## src/rtl/defl_pkg.sv

```systemverilog
package defl_pkg;
  // Strobes from control to datapath
  typedef struct packed {
    logic doLoad;
    logic doAdv;
  } ctrl_t;
endpackage

```

## src/rtl/defl_control.sv

```systemverilog
module defl_control #(
  parameter int N = 4,
  localparam int CW = $clog2(N + 1),
  localparam int SW = $clog2(N)
) (
  input  logic                  loadStb,
  input  logic                  advStb,
  input  logic [SW-1:0]         selLocal,
  input  logic [CW-1:0]         remaining,
  output defl_pkg::ctrl_t       ctl
);
  // Load wins; an advance needs a selection inside the live part of the list
  always_comb begin
    ctl.doLoad = loadStb;
    ctl.doAdv  = advStb && !loadStb && (CW'(selLocal) < remaining);
  end
endmodule

```

## src/rtl/defl_datapath.sv

```systemverilog
module defl_datapath #(
  parameter int N  = 4,
  parameter int EW = 32,
  localparam int CW = $clog2(N + 1),
  localparam int SW = $clog2(N)
) (
  input  logic                  clk,
  input  logic                  rstN,
  input  defl_pkg::ctrl_t       ctl,
  input  logic [N*N*EW-1:0]     hInit,
  input  logic [SW-1:0]         selLocal,
  output logic                  outValid,
  output logic [CW-1:0]         origIdx,
  output logic [N*EW-1:0]       cancelCol,
  output logic [N*CW-1:0]       idxVec,
  output logic [CW-1:0]         remaining,
  output logic [N*N*EW-1:0]     hZeroed,
  output logic [N*N*EW-1:0]     hOrdered
);
  logic [EW-1:0] hOrig [N][N];   // [column][row]
  logic [CW-1:0] idxReg [N];
  logic [CW-1:0] idxNext [N];
  logic [N-1:0]  zeroFlag;
  logic [CW-1:0] picked;
  logic [SW-1:0] pickedCol;

  assign picked    = idxReg[selLocal];
  assign pickedCol = SW'(picked - CW'(1));

  // Compacted list: slots at or above the removed one take their upper neighbour
  always_comb begin
    for (int p = 0; p < N; p++) begin
      if (p < int'(selLocal)) idxNext[p] = idxReg[p];
      else if (p == N - 1)    idxNext[p] = '0;
      else                    idxNext[p] = idxReg[(p + 1) % N];
    end
  end

  always_ff @(posedge clk) begin
    if (!rstN || ctl.doLoad) begin
      for (int c = 0; c < N; c++)
        for (int r = 0; r < N; r++)
          hOrig[c][r] <= rstN ? hInit[(c*N + r)*EW +: EW] : '0;
      for (int p = 0; p < N; p++) idxReg[p] <= CW'(p + 1);
      zeroFlag  <= '0;
      remaining <= CW'(N);
      outValid  <= 1'b0;
      origIdx   <= '0;
      cancelCol <= '0;
    end else if (ctl.doAdv) begin
      for (int p = 0; p < N; p++) idxReg[p] <= idxNext[p];
      zeroFlag[pickedCol] <= 1'b1;
      remaining <= remaining - CW'(1);
      outValid  <= 1'b1;
      origIdx   <= picked;
      for (int r = 0; r < N; r++) cancelCol[r*EW +: EW] <= hOrig[pickedCol][r];
    end else begin
      outValid <= 1'b0;
    end
  end

  // Output views
  for (genvar p = 0; p < N; p++) begin : gSlot
    logic [SW-1:0] srcCol;
    logic          live;
    assign idxVec[p*CW +: CW] = idxReg[p];
    assign srcCol = SW'(idxReg[p] - CW'(1));
    assign live   = (CW'(p) < remaining) && (idxReg[p] != '0);
    for (genvar r = 0; r < N; r++) begin : gRow
      assign hZeroed[(p*N + r)*EW +: EW]  = zeroFlag[p] ? '0 : hOrig[p][r];
      assign hOrdered[(p*N + r)*EW +: EW] = live ? hOrig[srcCol][r] : '0;
    end
  end

  // Checks
  assert_remain_bound_R4: assert property (@(posedge clk) disable iff (!rstN)
    remaining <= CW'(N));
  assert_flags_match_R4: assert property (@(posedge clk) disable iff (!rstN)
    ($countones(zeroFlag) + int'(remaining)) == N);
  assert_shrink_R4: assert property (@(posedge clk) disable iff (!rstN)
    ctl.doAdv |=> (int'(remaining) == int'($past(remaining)) - 1));
  assert_ignore_R7: assert property (@(posedge clk) disable iff (!rstN)
    (!ctl.doAdv && !ctl.doLoad) |=> ($stable(zeroFlag) && $stable(remaining) && !outValid));
  assert_pick_zeroed_R5: assert property (@(posedge clk) disable iff (!rstN)
    outValid |-> zeroFlag[SW'(origIdx - CW'(1))]);
  assert_load_state_R1: assert property (@(posedge clk) disable iff (!rstN)
    ctl.doLoad |=> (remaining == CW'(N) && zeroFlag == '0 && !outValid));
endmodule

```

## src/rtl/defl_tracker.sv

```systemverilog
module defl_tracker #(
  parameter int N  = 4,
  parameter int EW = 32,
  localparam int CW = $clog2(N + 1),
  localparam int SW = $clog2(N)
) (
  input  logic              clk,
  input  logic              rstN,
  input  logic              loadStb,
  input  logic [N*N*EW-1:0] hInit,
  input  logic              advStb,
  input  logic [SW-1:0]     selLocal,
  output logic              outValid,
  output logic [CW-1:0]     origIdx,
  output logic [N*EW-1:0]   cancelCol,
  output logic [N*CW-1:0]   idxVec,
  output logic [CW-1:0]     remaining,
  output logic [N*N*EW-1:0] hZeroed,
  output logic [N*N*EW-1:0] hOrdered
);
  defl_pkg::ctrl_t ctl;

  defl_control #(.N(N)) uCtl (
    .loadStb(loadStb), .advStb(advStb), .selLocal(selLocal),
    .remaining(remaining), .ctl(ctl)
  );

  defl_datapath #(.N(N), .EW(EW)) uDp (
    .clk(clk), .rstN(rstN), .ctl(ctl), .hInit(hInit), .selLocal(selLocal),
    .outValid(outValid), .origIdx(origIdx), .cancelCol(cancelCol),
    .idxVec(idxVec), .remaining(remaining), .hZeroed(hZeroed), .hOrdered(hOrdered)
  );
endmodule

```

## config.mk

```make
export PLATFORM = sky130hd
export DESIGN_NAME = defl_tracker
export DESIGN_NICKNAME = d
export VERILOG_FILES = /design/src/rtl/defl_pkg.sv /design/src/rtl/defl_control.sv /design/src/rtl/defl_datapath.sv /design/src/rtl/defl_tracker.sv
export SDC_FILE = /design/constraint.sdc
export NUM_CORES = 2
export LEC_CHECK = 0
export BUFFER_PORTS_ARGS = -buffer_cell sky130_fd_sc_hd__buf_2
export CORE_AREA = 3 3 661 663
export CTS_CLUSTER_SIZE = 30
export DETAILED_ROUTE_END_ITERATION = 16
export DIE_AREA = 0 0 664 666
export HOLD_SLACK_MARGIN = 0.02
export PLACE_DENSITY = 0.31
export REMOVE_ABC_BUFFERS = 1
export SLEW_MARGIN = 20
export SYNTH_ARGS = -nofsm -noshare
export SYNTH_HDL_FRONTEND = slang
export SYNTH_HIERARCHICAL = 1
export SYNTH_SLANG_ARGS = --single-unit
```

## constraint.sdc

```tcl
create_clock -name clk -period 28.6 [get_ports clk]
set_input_delay 2.86 -clock clk [delete_from_list [all_inputs] [get_ports clk]]
set_output_delay 2.86 -clock clk [all_outputs]
set_load 0.05 [all_outputs]
```

Word level (Yosys, flattened, before mapping)
Memories as Yosys holds them, arrays and structs flattened. A register that Yosys moved wholly into a read port is not among the register bits.
Cells that the tools add are included.
Widths: inputs -> output; s select.
{ "word_totals": {"reg_bits": 11, "mem_bits_rw": 524, "inputBits": 518, "out_inout_bits": 1171, "word_cells": 103, "mem_count": 2} }
{ "mem_list": {"columns": ["memory", "words", "width", "rd", "rd_clocked_by_memory_dff", "wr", "line_no", "rtl"], "rows": [
  ["uDp.hOrig", 4, 128, 9, 1, 4, "defl_datapath.sv:20", "logic [EW-1:0] hOrig [N][N];"],
  ["uDp.idxReg", 4, 3, 5, 0, 4, "defl_datapath.sv:21", "logic [CW-1:0] idxReg [N];"]
]} }
{ "classes": {"n_addsub": 6, "n_lt_le_gt_ge": 10, "muxes": 62, "n_bitwise": 5, "n_reduce_logical": 14} }
{ "op_table": {"columns": ["op", "n"], "rows": [
  ["$mux 32", 48],
  ["$mux 3", 7],
  ["$reduce_bool 3->1", 4],
  ["$sub 2x1->2 const B", 5],
  ["$logic_and 1x1->1", 7],
  ["$lt 1x3->1 const A", 2],
  ["$lt 2x3->1 const A", 2],
  ["$mux 1", 6],
  ["$lt 1x2->1 const A", 2],
  ["$or 1x1->1", 4],
  ["$or 4x4->4", 1],
  ["$lt 2x3->1", 1],
  ["$lt 2x3->1 const B", 1],
  ["$sub 3x1->3 const B", 1],
  ["$demux 1 s2", 1],
  ["$ge 2x1->1 const B", 1],
  ["$logic_not 1->1", 2],
  ["$lt 2x2->1 const A", 1],
  ["$logic_or 1x1->1", 1]
]} }

Depth between registers and ports, before layout
{ "depth": {"ltp_word": 7, "depth_mapped": 10, "mapped_depth_nobuf": 7} }

Hierarchy
The synthesis kept the hierarchy.
{ "modules_own_cells": {"columns": ["module", "instances", "cells_each", "area_per_inst_um2", "seq_area_each_um2"], "rows": [
  ["defl_datapath", 1, 3496, 41089.4, 18427.7],
  ["defl_control", 1, 8, 61.3, 0.0]
]} }

Worst setup path after synthesis
OpenSTA, ideal clock, no wires.
{ "synth_path": {"path_type": "input-to-reg", "start": "input port rstN", "end": "memory uDp/hOrig[0][0] in the netlist's numbering, enable pin", "setup_ns": 1.081, "arrival_time_ns": 17.383, "required_ns": 27.519, "setup_slack_ns": 10.137, "stages": 5, "cell_sequence": "buf_4 > and2b_1 > buf_4 > inv_2 > clkbuf_1"} }
{ "synth_lines": {"columns": ["item", "line_no", "rtl"], "rows": [
  ["start, declared", "defl_tracker.sv:8", "input logic rstN,"],
  ["end, declared", "defl_datapath.sv:20", null]
]} }

==> results.md <==
- Max VDD drop: 41.2 uV
- Buffers on Ports: 1,686
- Die area: 442,000 sq um
- Async set-or-reset flop fraction in the synthesized netlist: 0%
- CP Capture Type: primary output
- Worst Skew: 0.0559 ns
- Fillers: 49.1k
- Longest Clk Path Bufs: 4
- Initial Util: 9.55%
- Post-CTS sizing: 0
- Yosys top cell area share: 38.0%
- Inserted Clock Buffers: 100
- Worst min-delay path class: register to register
- CP arrival: 4.76 ns
- Worst setup startpoint: uDp/idxReg[0][0]
- RR Startpoint: uDp/idxReg[1][0]
- Top cells by count, synth: nor2b_1, edfxtp_1, and2_1, mux2i_1, mux4_2
- Seq/Total Area, Yosys: 44.8%
- Yosys warns: 6
- Worst setup path end: hOrdered[117]
- Synth Flop Type: edfxtp_1
- Fin area: 59,400 sq um
- CTS tree: done
- Area delta synth->final: 44.3%
- Final-report hold violation count: 0
- Slew Limit Fails: 0
- HPWL Detailed: 291 mm
- Max Cap Violations: 0
- Post-CTS Setup Inserts: 0
- Die Y: 666 um
- Routed WL per cell: 33.9 um
- Later-pin clock latency in the skew report: 0.84 ns
- R2R Path End: uDp/cancelCol[9]
- Width of the die: 664 um
- CTS H-tree lvls: 3
- Share of cells above drive strength 1: 42.9%
- Hold buffers post-CTS: 0
- FF-to-FF setup slack: 24.35 ns
- DRT Pass-1 Iters: 5
- Distinct cell type count after synthesis: 37
- TNS Setup: 0 ns
- Max Fclk: 0.131 GHz
- Antenna violations before repair: 178
- Core Box Area: 431,000 sq um
- Final period util: 26.6%
- Reg2reg path depth: 8
- Relative slew slack: 20.2%
- Leakage: 0.0257 uW
- Slew @ Worst Pin: 1.20 ns
- Finish-stage setup viols: 0
- Hold path depth: 2
- Area leader, netlist: edfxtp_1
- Synthesized area per cell: 11.7 sq um
- Status: complete, no violations
- FF+latch area: 18,400 sq um
- Seq cells post-synth: 660
- Number of clock sinks: 660
- Layout net count: 5,568
- Clk slew on worst S/H paths: 0.06 ns
- Startpoint types: register
- Via Count: 38.7k
- RSZ-0062 raised after global routing: false
- Synth top area cells: edfxtp_1, mux4_2, nor2b_1
- Root buf cell: clkbuf_16
- Remaining DRCs: 0
- Largest net degree at the start of global routing: 153
- DRT antenna net count: 0
- P per Cell Area: 68.2 nW/um^2
- FP Rows: 241
- WL final: 369 mm
- # IOs: 1,689
- Post-Synthesis Cell Area: 41,200 sq um
- Fin crit period: 7.62 ns
- Vias in the first global route: 39.6k
- Area of the multi-input gates: 21,100 sq um
- First-pass GRT wire length: 463 mm
- DRT iter0 DRCs: 3,439
- Critical path class: register to primary output
- Syn Inst Count: 3,504
- Area after DPL: 55,900 sq um
- GRT Util Overall: 16.0%
- Vias/cell: 3.55
- GR Overflow Total: 0
- Routability Congestion: 0.861
- Most common cell in the netlist: nor2b_1
- Max FO, Critical Path: 38
- CP Data Required Time: 25.74 ns
- Post-synth EDFFs: 521
==> power breakdown <==
part	total, uW	switching, uW	internal [uW]
sequential	1320	197	1120
combinational	1430	1070	354
clock	1300	535	767
==> layer usage <==
metal,GRT usage [%],share of wire [%],up-vias
li1,-,-,15700
met3,5.12,8.7,455
met4,4.42,2.9,14
met5,0,0.024,-
met2,27.6,49,2193
met1,18.8,39,20300
==> flip-flops by register name (all words and copies together) (netlist names) <==
register / cells
uDp/cancelCol: 128
uDp/hOrig: 512
uDp/idxReg: 9
uDp/origIdx: 3
uDp/outValid: 1
uDp/remaining: 3
uDp/zeroFlag: 4
==> final cells by class <==
| cell class | count | share of cell area [%] |
|---|---|---|
| inverters | 16 | 0.158 |
| multi-input cells | 2495 | 35.6 |
| repair buffers | 1768 | 15.4 |
| flip-flops and latches | 660 | 31.1 |
| diodes | 48 | 0.202 |
| well taps | 5710 | 12.0 |
| clock inverters | 38 | 0.776 |
| clock buffers | 145 | 4.82 |
==> kinds of logic (layout without fill, tap and decap cells) <==
| logic type | Yosys count | in the layout | synth area share [%] |
|---|---|---|---|
| other cells | 1 | 50 | 0.00911 |
| fa+ha+maj | 9 | 9 | 0.274 |
| xor+xnor | 1 | 1 | 0.0213 |
| buf+inv | 350 | 1967 | 4.16 |
| compound gates | 147 | 147 | 3.18 |
| flops | 660 | 660 | 44.8 |
| mux | 644 | 644 | 23.5 |
| simple gates | 1692 | 1692 | 24.1 |
==> critical path, cell delays in order, from the launching register on <==
cell	delay (ns)
edfxtp_1	0.32
buf_4	0.46
inv_1	0.16
ha_4	0.90
buf_4	0.69
mux4_2	0.34
nor2b_1	0.43
buf_2	0.37
==> placed cells by master, fill, tap and decap left out, drive strengths merged, types with 3 or more instances in the layout <==
cell      count
o21ai         4
edfxtp      521
ha            9
nand2       130
and2        512
a211oi        3
nand2b        4
bufinv        8
inv          19
a21oi         6
dfxtp       139
nor2        139
mux4        257
clkinvlp      4
o221ai      128
mux2i       387
buf        1768
clkbuf      145
diode        48
and3        133
clkinv       23
nor2b       769
==> how the worst min path moves through the flow <==
stage | endpoint | slack, ns | from
floorplan | uDp/cancelCol[38] | 0.57 | uDp/hOrig[1][70]
global placement | uDp/cancelCol[121] | 0.44 | uDp/cancelCol[121]
detailed placement | uDp/cancelCol[70] | 0.44 | uDp/cancelCol[70]
CTS | uDp/cancelCol[104] | 0.46 | uDp/cancelCol[104]
global route | uDp/cancelCol[26] | 0.48 | uDp/cancelCol[26]
finish | uDp/cancelCol[104] | 0.46 | uDp/cancelCol[104]
==> through the flow <==
step / util (%) / hold slack (ns) / total power (uW) / worst slack, ns / instances
final: 13.8 / 0.457 / 4050 / 20.98 / 10900
after global routing: 13.8 / 0.479 / 4200 / 20.55 / 10900
after CTS: 13.8 / 0.458 / 4130 / 20.64 / 10800
after detailed placement: 13.0 / 0.441 / 2790 / 21.04 / 10600
after global placement: 13.0 / 0.441 / 2800 / 21.16 / 10600
after floorplan: - / 0.565 / 2170 / 10.92 / 3171
Note: power is estimated with default switching activity, not from simulation.
